==> src/rtl/mtu_pkg.sv <==
package mtu_pkg;

  localparam int unsigned WORD_W = 32;
  localparam int unsigned TIME_W = 64;

  typedef struct packed {
    logic hit_time;
    logic hit_cmp;
    logic upper;
  } mtu_sel_t;

  function automatic logic mtu_due(input logic [TIME_W-1:0] now,
                                   input logic [TIME_W-1:0] deadline);
    return now >= deadline;
  endfunction

  function automatic logic [TIME_W-1:0] mtu_merge(input logic [TIME_W-1:0] old,
                                                  input logic [WORD_W-1:0] word,
                                                  input logic upper);
    logic [TIME_W-1:0] res;
    res = old;
    if (upper) res[TIME_W-1:WORD_W] = word;
    else       res[WORD_W-1:0]      = word;
    return res;
  endfunction

  function automatic logic [WORD_W-1:0] mtu_half(input logic [TIME_W-1:0] val,
                                                 input logic upper);
    return upper ? val[TIME_W-1:WORD_W] : val[WORD_W-1:0];
  endfunction

endpackage

==> src/rtl/mtu_decode.sv <==
module mtu_decode
  import mtu_pkg::*;
#(
  parameter int unsigned NUM_HARTS = 4,
  parameter int unsigned ADDR_W = 32,
  parameter bit [ADDR_W-1:0] BASE_ADDR = '0,
  localparam int unsigned HIDX_W = (NUM_HARTS > 1) ? $clog2(NUM_HARTS) : 1
) (
  input  logic [ADDR_W-1:0] addr,
  output mtu_sel_t          sel,
  output logic [HIDX_W-1:0] hart
);

  localparam logic [ADDR_W-1:0] CMP_OFF  = ADDR_W'(32'h4000);
  localparam logic [ADDR_W-1:0] CMP_END  = ADDR_W'(32'h4000 + 8 * NUM_HARTS);
  localparam logic [ADDR_W-1:0] TIME_OFF = ADDR_W'(32'hBFF8);

  logic [ADDR_W-1:0] off;
  logic [ADDR_W-1:0] rel;
  logic              in_win;
  logic              aligned;

  always_comb begin
    off     = addr - BASE_ADDR;
    rel     = off - CMP_OFF;
    in_win  = addr >= BASE_ADDR;
    aligned = off[1:0] == 2'b00;
    sel.upper    = off[2];
    sel.hit_time = in_win && aligned && ((off >> 3) == (TIME_OFF >> 3));
    sel.hit_cmp  = in_win && aligned && (off >= CMP_OFF) && (off < CMP_END);
    hart         = HIDX_W'(rel >> 3);
  end

endmodule

==> src/rtl/mtu_counter.sv <==
module mtu_counter
  import mtu_pkg::*;
(
  input  logic              clk,
  input  logic              rst_n,
  input  logic              tick_en,
  input  logic              wr_lo,
  input  logic              wr_hi,
  input  logic [WORD_W-1:0] wdata,
  output logic [TIME_W-1:0] count
);

  always_ff @(posedge clk) begin
    if (!rst_n)              count <= '0;
    else if (wr_lo || wr_hi) count <= mtu_merge(count, wdata, wr_hi);
    else if (tick_en)        count <= count + TIME_W'(1);
  end

endmodule

==> src/rtl/mtu_cmp_slot.sv <==
module mtu_cmp_slot
  import mtu_pkg::*;
(
  input  logic              clk,
  input  logic              rst_n,
  input  logic              wr_en,
  input  logic              upper,
  input  logic [WORD_W-1:0] wdata,
  input  logic [TIME_W-1:0] now,
  output logic [TIME_W-1:0] deadline,
  output logic              irq
);

  always_ff @(posedge clk) begin
    if (!rst_n)     deadline <= '1;
    else if (wr_en) deadline <= mtu_merge(deadline, wdata, upper);
  end

  assign irq = mtu_due(now, deadline);

endmodule

==> src/rtl/mtu_timer.sv <==
module mtu_timer
  import mtu_pkg::*;
#(
  parameter int unsigned NUM_HARTS = 4,
  parameter int unsigned ADDR_W = 32,
  parameter bit [ADDR_W-1:0] BASE_ADDR = ADDR_W'(32'h0200_0000)
) (
  input  logic                 clk,
  input  logic                 rst_n,
  input  logic                 tick_en,
  input  logic [ADDR_W-1:0]    reg_addr,
  input  logic                 reg_we,
  input  logic [WORD_W-1:0]    reg_wdata,
  output logic [WORD_W-1:0]    reg_rdata,
  output logic [NUM_HARTS-1:0] timer_irq
);

  localparam int unsigned HIDX_W = (NUM_HARTS > 1) ? $clog2(NUM_HARTS) : 1;

  mtu_sel_t          sel;
  logic [HIDX_W-1:0] hart;
  logic              map_hit;
  logic              time_wr_lo;
  logic              time_wr_hi;
  logic [NUM_HARTS-1:0] cmp_wr;
  logic [TIME_W-1:0] mtime_q;
  logic [TIME_W-1:0] cmp_q [NUM_HARTS];

  mtu_decode #(
    .NUM_HARTS(NUM_HARTS),
    .ADDR_W(ADDR_W),
    .BASE_ADDR(BASE_ADDR)
  ) u_decode (
    .addr(reg_addr),
    .sel(sel),
    .hart(hart)
  );

  assign map_hit    = sel.hit_time || sel.hit_cmp;
  assign time_wr_lo = reg_we && sel.hit_time && !sel.upper;
  assign time_wr_hi = reg_we && sel.hit_time && sel.upper;

  mtu_counter u_counter (
    .clk(clk),
    .rst_n(rst_n),
    .tick_en(tick_en),
    .wr_lo(time_wr_lo),
    .wr_hi(time_wr_hi),
    .wdata(reg_wdata),
    .count(mtime_q)
  );

  for (genvar h = 0; h < NUM_HARTS; h++) begin : g_hart
    assign cmp_wr[h] = reg_we && sel.hit_cmp && (hart == HIDX_W'(h));

    mtu_cmp_slot u_slot (
      .clk(clk),
      .rst_n(rst_n),
      .wr_en(cmp_wr[h]),
      .upper(sel.upper),
      .wdata(reg_wdata),
      .now(mtime_q),
      .deadline(cmp_q[h]),
      .irq(timer_irq[h])
    );
  end

  always_comb begin
    reg_rdata = '0;
    if (sel.hit_time)     reg_rdata = mtu_half(mtime_q, sel.upper);
    else if (sel.hit_cmp) reg_rdata = mtu_half(cmp_q[hart], sel.upper);
  end

endmodule

==> config.mk <==
export PLATFORM = sky130hd
export DESIGN_NAME = mtu_timer
export DESIGN_NICKNAME = d
export VERILOG_FILES = /design/src/rtl/mtu_pkg.sv /design/src/rtl/mtu_decode.sv /design/src/rtl/mtu_counter.sv /design/src/rtl/mtu_cmp_slot.sv /design/src/rtl/mtu_timer.sv
export SDC_FILE = /design/constraint.sdc
export NUM_CORES = 1
export LEC_CHECK = 0
export ABC_CLOCK_PERIOD_IN_PS = 5900
export BUFFER_PORTS_ARGS = -buffer_cell sky130_fd_sc_hd__buf_2
export CORE_MARGIN = 10
export CORE_UTILIZATION = 55
export CTS_BUF_LIST = sky130_fd_sc_hd__clkbuf_8
export CTS_CLUSTER_DIAMETER = 150
export DETAILED_ROUTE_END_ITERATION = 8
export PLACE_DENSITY = 0.73
export SLEW_MARGIN = 10
export SYNTH_ARGS = -nofsm -noshare
export SYNTH_HDL_FRONTEND = slang
export SYNTH_SLANG_ARGS = --single-unit
==> constraint.sdc <==
create_clock -name clk -period 5.9 [get_ports clk]
set_input_delay 1.77 -clock clk [delete_from_list [all_inputs] [get_ports clk]]
set_output_delay 1.77 -clock clk [all_outputs]
set_load 0.05 [all_outputs]
Yosys cells after proc, flatten, opt, wreduce, memory -nomap -nowiden:

Index checks and enable logic that the tools add are counted.
Widths: inputs -> output; s select.

* bits in registers: 320
* logic and storage cells: 67

* add/sub/neg operators: 3
* magnitude comparators: 8
* equal/unequal tests: 6
* mux-type cells: 11
* bitwise gates (word level): 2
* reductions and logical operators: 27

Operators by type and width (count)
* $ge 64x64->1: 4
* $mux 64: 4
* $mux 32: 6
* $bmux 64 s2: 1
* $add 64x1->64 const B: 1
* $ge 32x15->1 const B: 1
* $ge 32x26->1 const B: 1
* $lt 32x15->1 const B: 1
* $sub 32x26->32 const B: 1
* $eq 29x13->1 const B: 1
* $reduce_and 2->1: 10
* $logic_and 1x1->1: 12
* $sub 5x1->5 const B: 1
* $eq 2x2->1 const B: 2
* $logic_not 2->1: 2
* $ge 3x3->1 const B: 1
* $not 2->3: 1
* $eq 2x1->1 const B: 1
* $ne 2x1->1 const B: 1
* $ne 2x2->1 const B: 1
* $reduce_bool 2->1: 1
* $logic_not 1->1: 1
* $logic_or 1x1->1: 1
* $not 1->1: 1

Logic depth before layout (Yosys ltp):

* word-level depth: 9
* depth in mapped cells: 12

Hierarchy:

Synthesis repeated with hierarchy kept, for this count alone.

* cell total of the unflattened synthesis: 2749
* area total of the unflattened synthesis: 22325.2 µm²

By module, submodules not included
* mtu_cmp_slot: instances 4, cells an instance 438, area each 3691.0 µm², seq. area each 1281.2 µm²
* mtu_counter: instances 1, cells an instance 621, area each 4493.1 µm², seq. area each 1281.2 µm²
* mtu_timer: instances 1, cells an instance 344, area each 2811.4 µm², seq. area each 0.0 µm²
* mtu_decode: instances 1, cells an instance 32, area each 256.5 µm², seq. area each 0.0 µm²

Least setup slack after synthesis:

Ideal clock, no wire load.

* path kind: input port to output port
* from: input reg_addr[26]
* to: output reg_rdata[10]
* arrival time: 4.194 ns
* data required time: 4.130 ns
* setup slack: -0.064 ns
* stages: 10
* buffers on the path: 3
* path through: inv_1 > ha_1 > and3b_1 > a31oi_1 > a311oi_2 > nand3_1 > clkbuf_1 > clkbuf_1 > clkbuf_1 > o22ai_1

* word-level cells in the longest chain between the ends: 6
* elaborated cells on any way between the ends: 11
* classes of those cells: add/sub (1); order compare (3); eq/ne (1); mux (2); reduce/logical (4)

Ends and longest elaborated chain
* start, declared: RTL line mtu_timer.sv:11 `input logic [ADDR_W-1:0] reg_addr,`
* $sub 32x26->32 / $ge 32x26->1 (equally long branches): RTL line mtu_decode.sv:24, mtu_decode.sv:26
* $ge 32x15->1 / $logic_and 1x1->1 (equally long branches): RTL line mtu_decode.sv:30, mtu_decode.sv:29
* $logic_and 1x1->1 (2 in a row): RTL line mtu_decode.sv:30 `sel.hit_cmp = in_win && aligned && (off >= CMP_OFF) && (off < CMP_END);`
* $mux 32: RTL line mtu_timer.sv:71 `else if (sel.hit_cmp) reg_rdata = mtu_half(cmp_q[hart], sel.upper);`
* $mux 32 (*): RTL line mtu_timer.sv:70 `if (sel.hit_time) reg_rdata = mtu_half(mtime_q, sel.upper);`
* end, declared: RTL line mtu_timer.sv:14 `output logic [WORD_W-1:0] reg_rdata,`

Mark *: on every way between the ends. The rest lies on a longest branch, timed or not.

Worst setup path in the final report:

* from: register u_counter.count[6]
* to: output timer_irq[0]

* word-level cells in the longest chain between the ends: 1

Ends and longest elaborated chain
* start, declared: RTL line mtu_counter.sv:10 `output logic [TIME_W-1:0] count`
* start signal, assigned: RTL line mtu_counter.sv:15 `else if (wr_lo || wr_hi) count <= mtu_merge(count, wdata, wr_hi);`
* start signal, assigned: RTL line mtu_counter.sv:16 `else if (tick_en) count <= count + TIME_W'(1);`
* $ge 64x64->1: RTL line mtu_pkg.sv:14 `return now >= deadline;`
* end, declared: RTL line mtu_timer.sv:15 `output logic [NUM_HARTS-1:0] timer_irq`

Every way passes these cells.

==> run metrics <==
asr flop ratio synth=0; TritonCTS Buffers=55; delay-heaviest family, CP=compound AO/OA/AOI/OAI gates; Post-synth EDFFs=0; worst-margin pin slew=approximately 1.2 ns; vias per cell=about 6.6; synth unique cells=between 70 and 80; Initial Utilization=0.558; Core Region=between 30,000 and 40,000 um2; share of the synthesized area in the top cell type=0.296; fin cells=approximately 3,200; relative slew slack=0.202; postcts setup bufs=0; synth warn=0; Worst setup EP type=primary output; PD cells=around 190 nW/um2; Nets=between 2,000 and 3,000; IO Count=~100; ANT nets after route=0; fillcell total=approximately 3,400; clock tree buffer depth=3; commonest non-fill, non-tap cell in the layout=nand2_1; Layout Skew=0.0315 ns; DRC Markers=0; syn nets=about 2,900; Via Count=21,000; final setup vio count=0; Post-synth top flop=dfxtp_1; Clock transition at path regs=approximately 0.070 ns; Max FO, Critical Path=10; vias in the first global route=between 20,000 and 25,000; Worst path max stage delay=about 0.59 ns; setup TNS=0 ns; Seq/Total Area, Yosys=0.296; Worst-Skew Late Latency=0.69 ns; residual overflow from global routing=0; DIE WIDTH=approximately 220 um; WL/cell=between 20 and 25 um; Hold Slack=around 0.5 ns; Final period util=0.997; post-synth top area cell=dfxtp_1; first-pass GRT wire length=between 100,000 and 150,000 um; standard-cell rows=between 70 and 80; pin count of the biggest net entering global routing=between 150 and 200; Critical Path RT=4.13 ns; H-tree depth=2; CP max-delay cell=dfxtp_1; RD Place Congestion=between 0.9 and 1; CP Data Arrival Time=4.11 ns; placed inst area=between 20,000 and 25,000 um2; GRT Util Overall=0.318; die height=around 220 um; synthesized flop and latch total=320; max-cap violations=0; First DRT Iteration DRCs=between 2,000 and 3,000; CP bufs+invs=1; crit path kind=flip-flop to primary output; synth-to-layout area growth=10.3%; Synth Instances=2,588; status=finished clean; ranking of synthesized cells by area=dfxtp_1, ha_1, o211ai_1; die area=roughly 48,000 um2; Total Routed Length=about 77,000 um; unrepaired setup endpoints after global routing=no; mapped cell area=around 22,000 um2; initial antenna violation count=2; worst path cell trace=ha_1, and4_1, a2111oi_0, o21ai_0, a21oi_1, o21ai_0, a2111oi_1, nor2_1, buf_2; total chip power=0.00452 W; CTS root buffer=clkbuf_8; leakage power=approximately 12 nW; PortBufs=about 100; Hold WC Path Type=flip-flop to flip-flop; Placed Cells=between 3,000 and 4,000; Final Critical Period=5.88 ns; Final Hold Fails=0; Finished Cell Area=~24,000 um2; crit-path most repeated cell=o21ai_0; CTS Sinks=320; Pins Over Slew Limit=0; first drt pass iteration count=6; Max VDD drop=0.208 mV; CP Launch Type=flip-flop; commonest cells after routing, fill and taps aside=nand2_1, dfxtp_1, inv_1, o211ai_1, ha_1; fmax=~0.17 GHz; CTS tree=yes; dpl hpwl=between 50,000 and 60,000 um; syn avg cell area=~8.4 um2; share of layout cells above drive strength 1=0.131
## area by class of cell
cell class,instances,area [um2],share of cell area
flip-flops and latches,320,6410,0.269
diodes,2,5.00,0.000210
clock inverters,28,148,0.00619
clock buffers,71,977,0.0410
multi-input cells,1818,13600,0.569
inverters,269,1010,0.0423
well taps,518,648,0.0272
repair buffers,167,1080,0.0452
## through the flow
| step | worst slack (ns) | util |
|---|---|---|
| after floorplan | -0.0640 | - |
| after global placement | 0.223 | 0.586 |
| after detailed placement | 0.103 | 0.586 |
| after CTS | 0.0474 | 0.615 |
| after global routing | 0.00104 | 0.616 |
| final | 0.0204 | 0.616 |
## metal layers
metal,vias to the layer above,wire length [um],track usage
li1,9587,-,-
met1,9986,30300,0.402
met2,1198,34500,0.500
met3,254,8080,0.0667
met4,0,4420,0.173
met5,-,0,0
## state kept, by name, summed over array words and instances, names as in the netlist
register and cells:
g_hart.u_slot.deadline 256, u_counter.count 64
## worst reg2reg max path, stage by stage (launching register included)
cell,delay (ns)
dfxtp_1,0.41
buf_4,0.21
ha_1,0.23
nand3_1,0.25
nor2_1,0.47
nand4_1,0.33
nor4_2,0.62
and3_1,0.38
a211oi_1,0.11
a211oi_1,0.21
## power by group
| group | switching [W] | leakage [nW] | internal (W) | total [W] |
|---|---|---|---|---|
| sequential | 0.00000214 | 2.59 | 0.00216 | 0.00216 |
| clock | 0.000992 | 0.647 | 0.00111 | 0.00211 |
| combinational | 0.000178 | 8.75 | 0.0000717 | 0.000250 |
| total | 0.00117 | 12.0 | 0.00335 | 0.00452 |
## final timing paths
check	from	end	slack [ns]	cells past startpoint
max	u_counter.count[6]$_SDFFE_PN0P_	timer_irq[0]	0.02	9
min	g_hart[3].u_slot.deadline[0]$_SDFFE_PN1P_	g_hart[3].u_slot.deadline[0]$_SDFFE_PN1P_	0.50	2
min reg2reg	g_hart[3].u_slot.deadline[0]$_SDFFE_PN1P_	g_hart[3].u_slot.deadline[0]$_SDFFE_PN1P_	0.50	2
max reg2reg	u_counter.count[1]$_SDFFE_PN0P_	u_counter.count[60]$_SDFFE_PN0P_	2.62	9
## cells in the mapped netlist, types with 12 or more instances
cell type	instances
a31oi_1	12
o21ai_1	12
nor4_1	24
nand2_1	363
buf_1	14
o22ai_1	37
o211ai_1	262
nor2_1	86
o21ai_0	83
a21o_1	38
and3_1	19
mux4_2	64
dfxtp_1	320
ha_1	259
nand3_1	58
a21oi_1	148
a211oi_1	18
clkbuf_1	152
mux2i_1	64
nand4_1	67
inv_1	265
nor3_1	41
## logic make-up after synthesis
logic type,after synthesis,synth area share
adders and majority gates,259,0.150
DFF,320,0.296
and+or+nand+nor,736,0.161
muxes,133,0.0989
xor gates and xnor gates,2,0.000811
buffers and inverters,450,0.0795
AOI/OAI and AO/OA,688,0.213
## what timing repair did
| item | CTS | global route |
|---|---|---|
| endpoints found under the setup margin | 0 | 3 |
| endpoints found under the hold margin | 0 | 0 |
| gates resized for setup | 0 | 5 |
| hold buffers | 0 | 0 |
(Power assumes the default switching activity.)
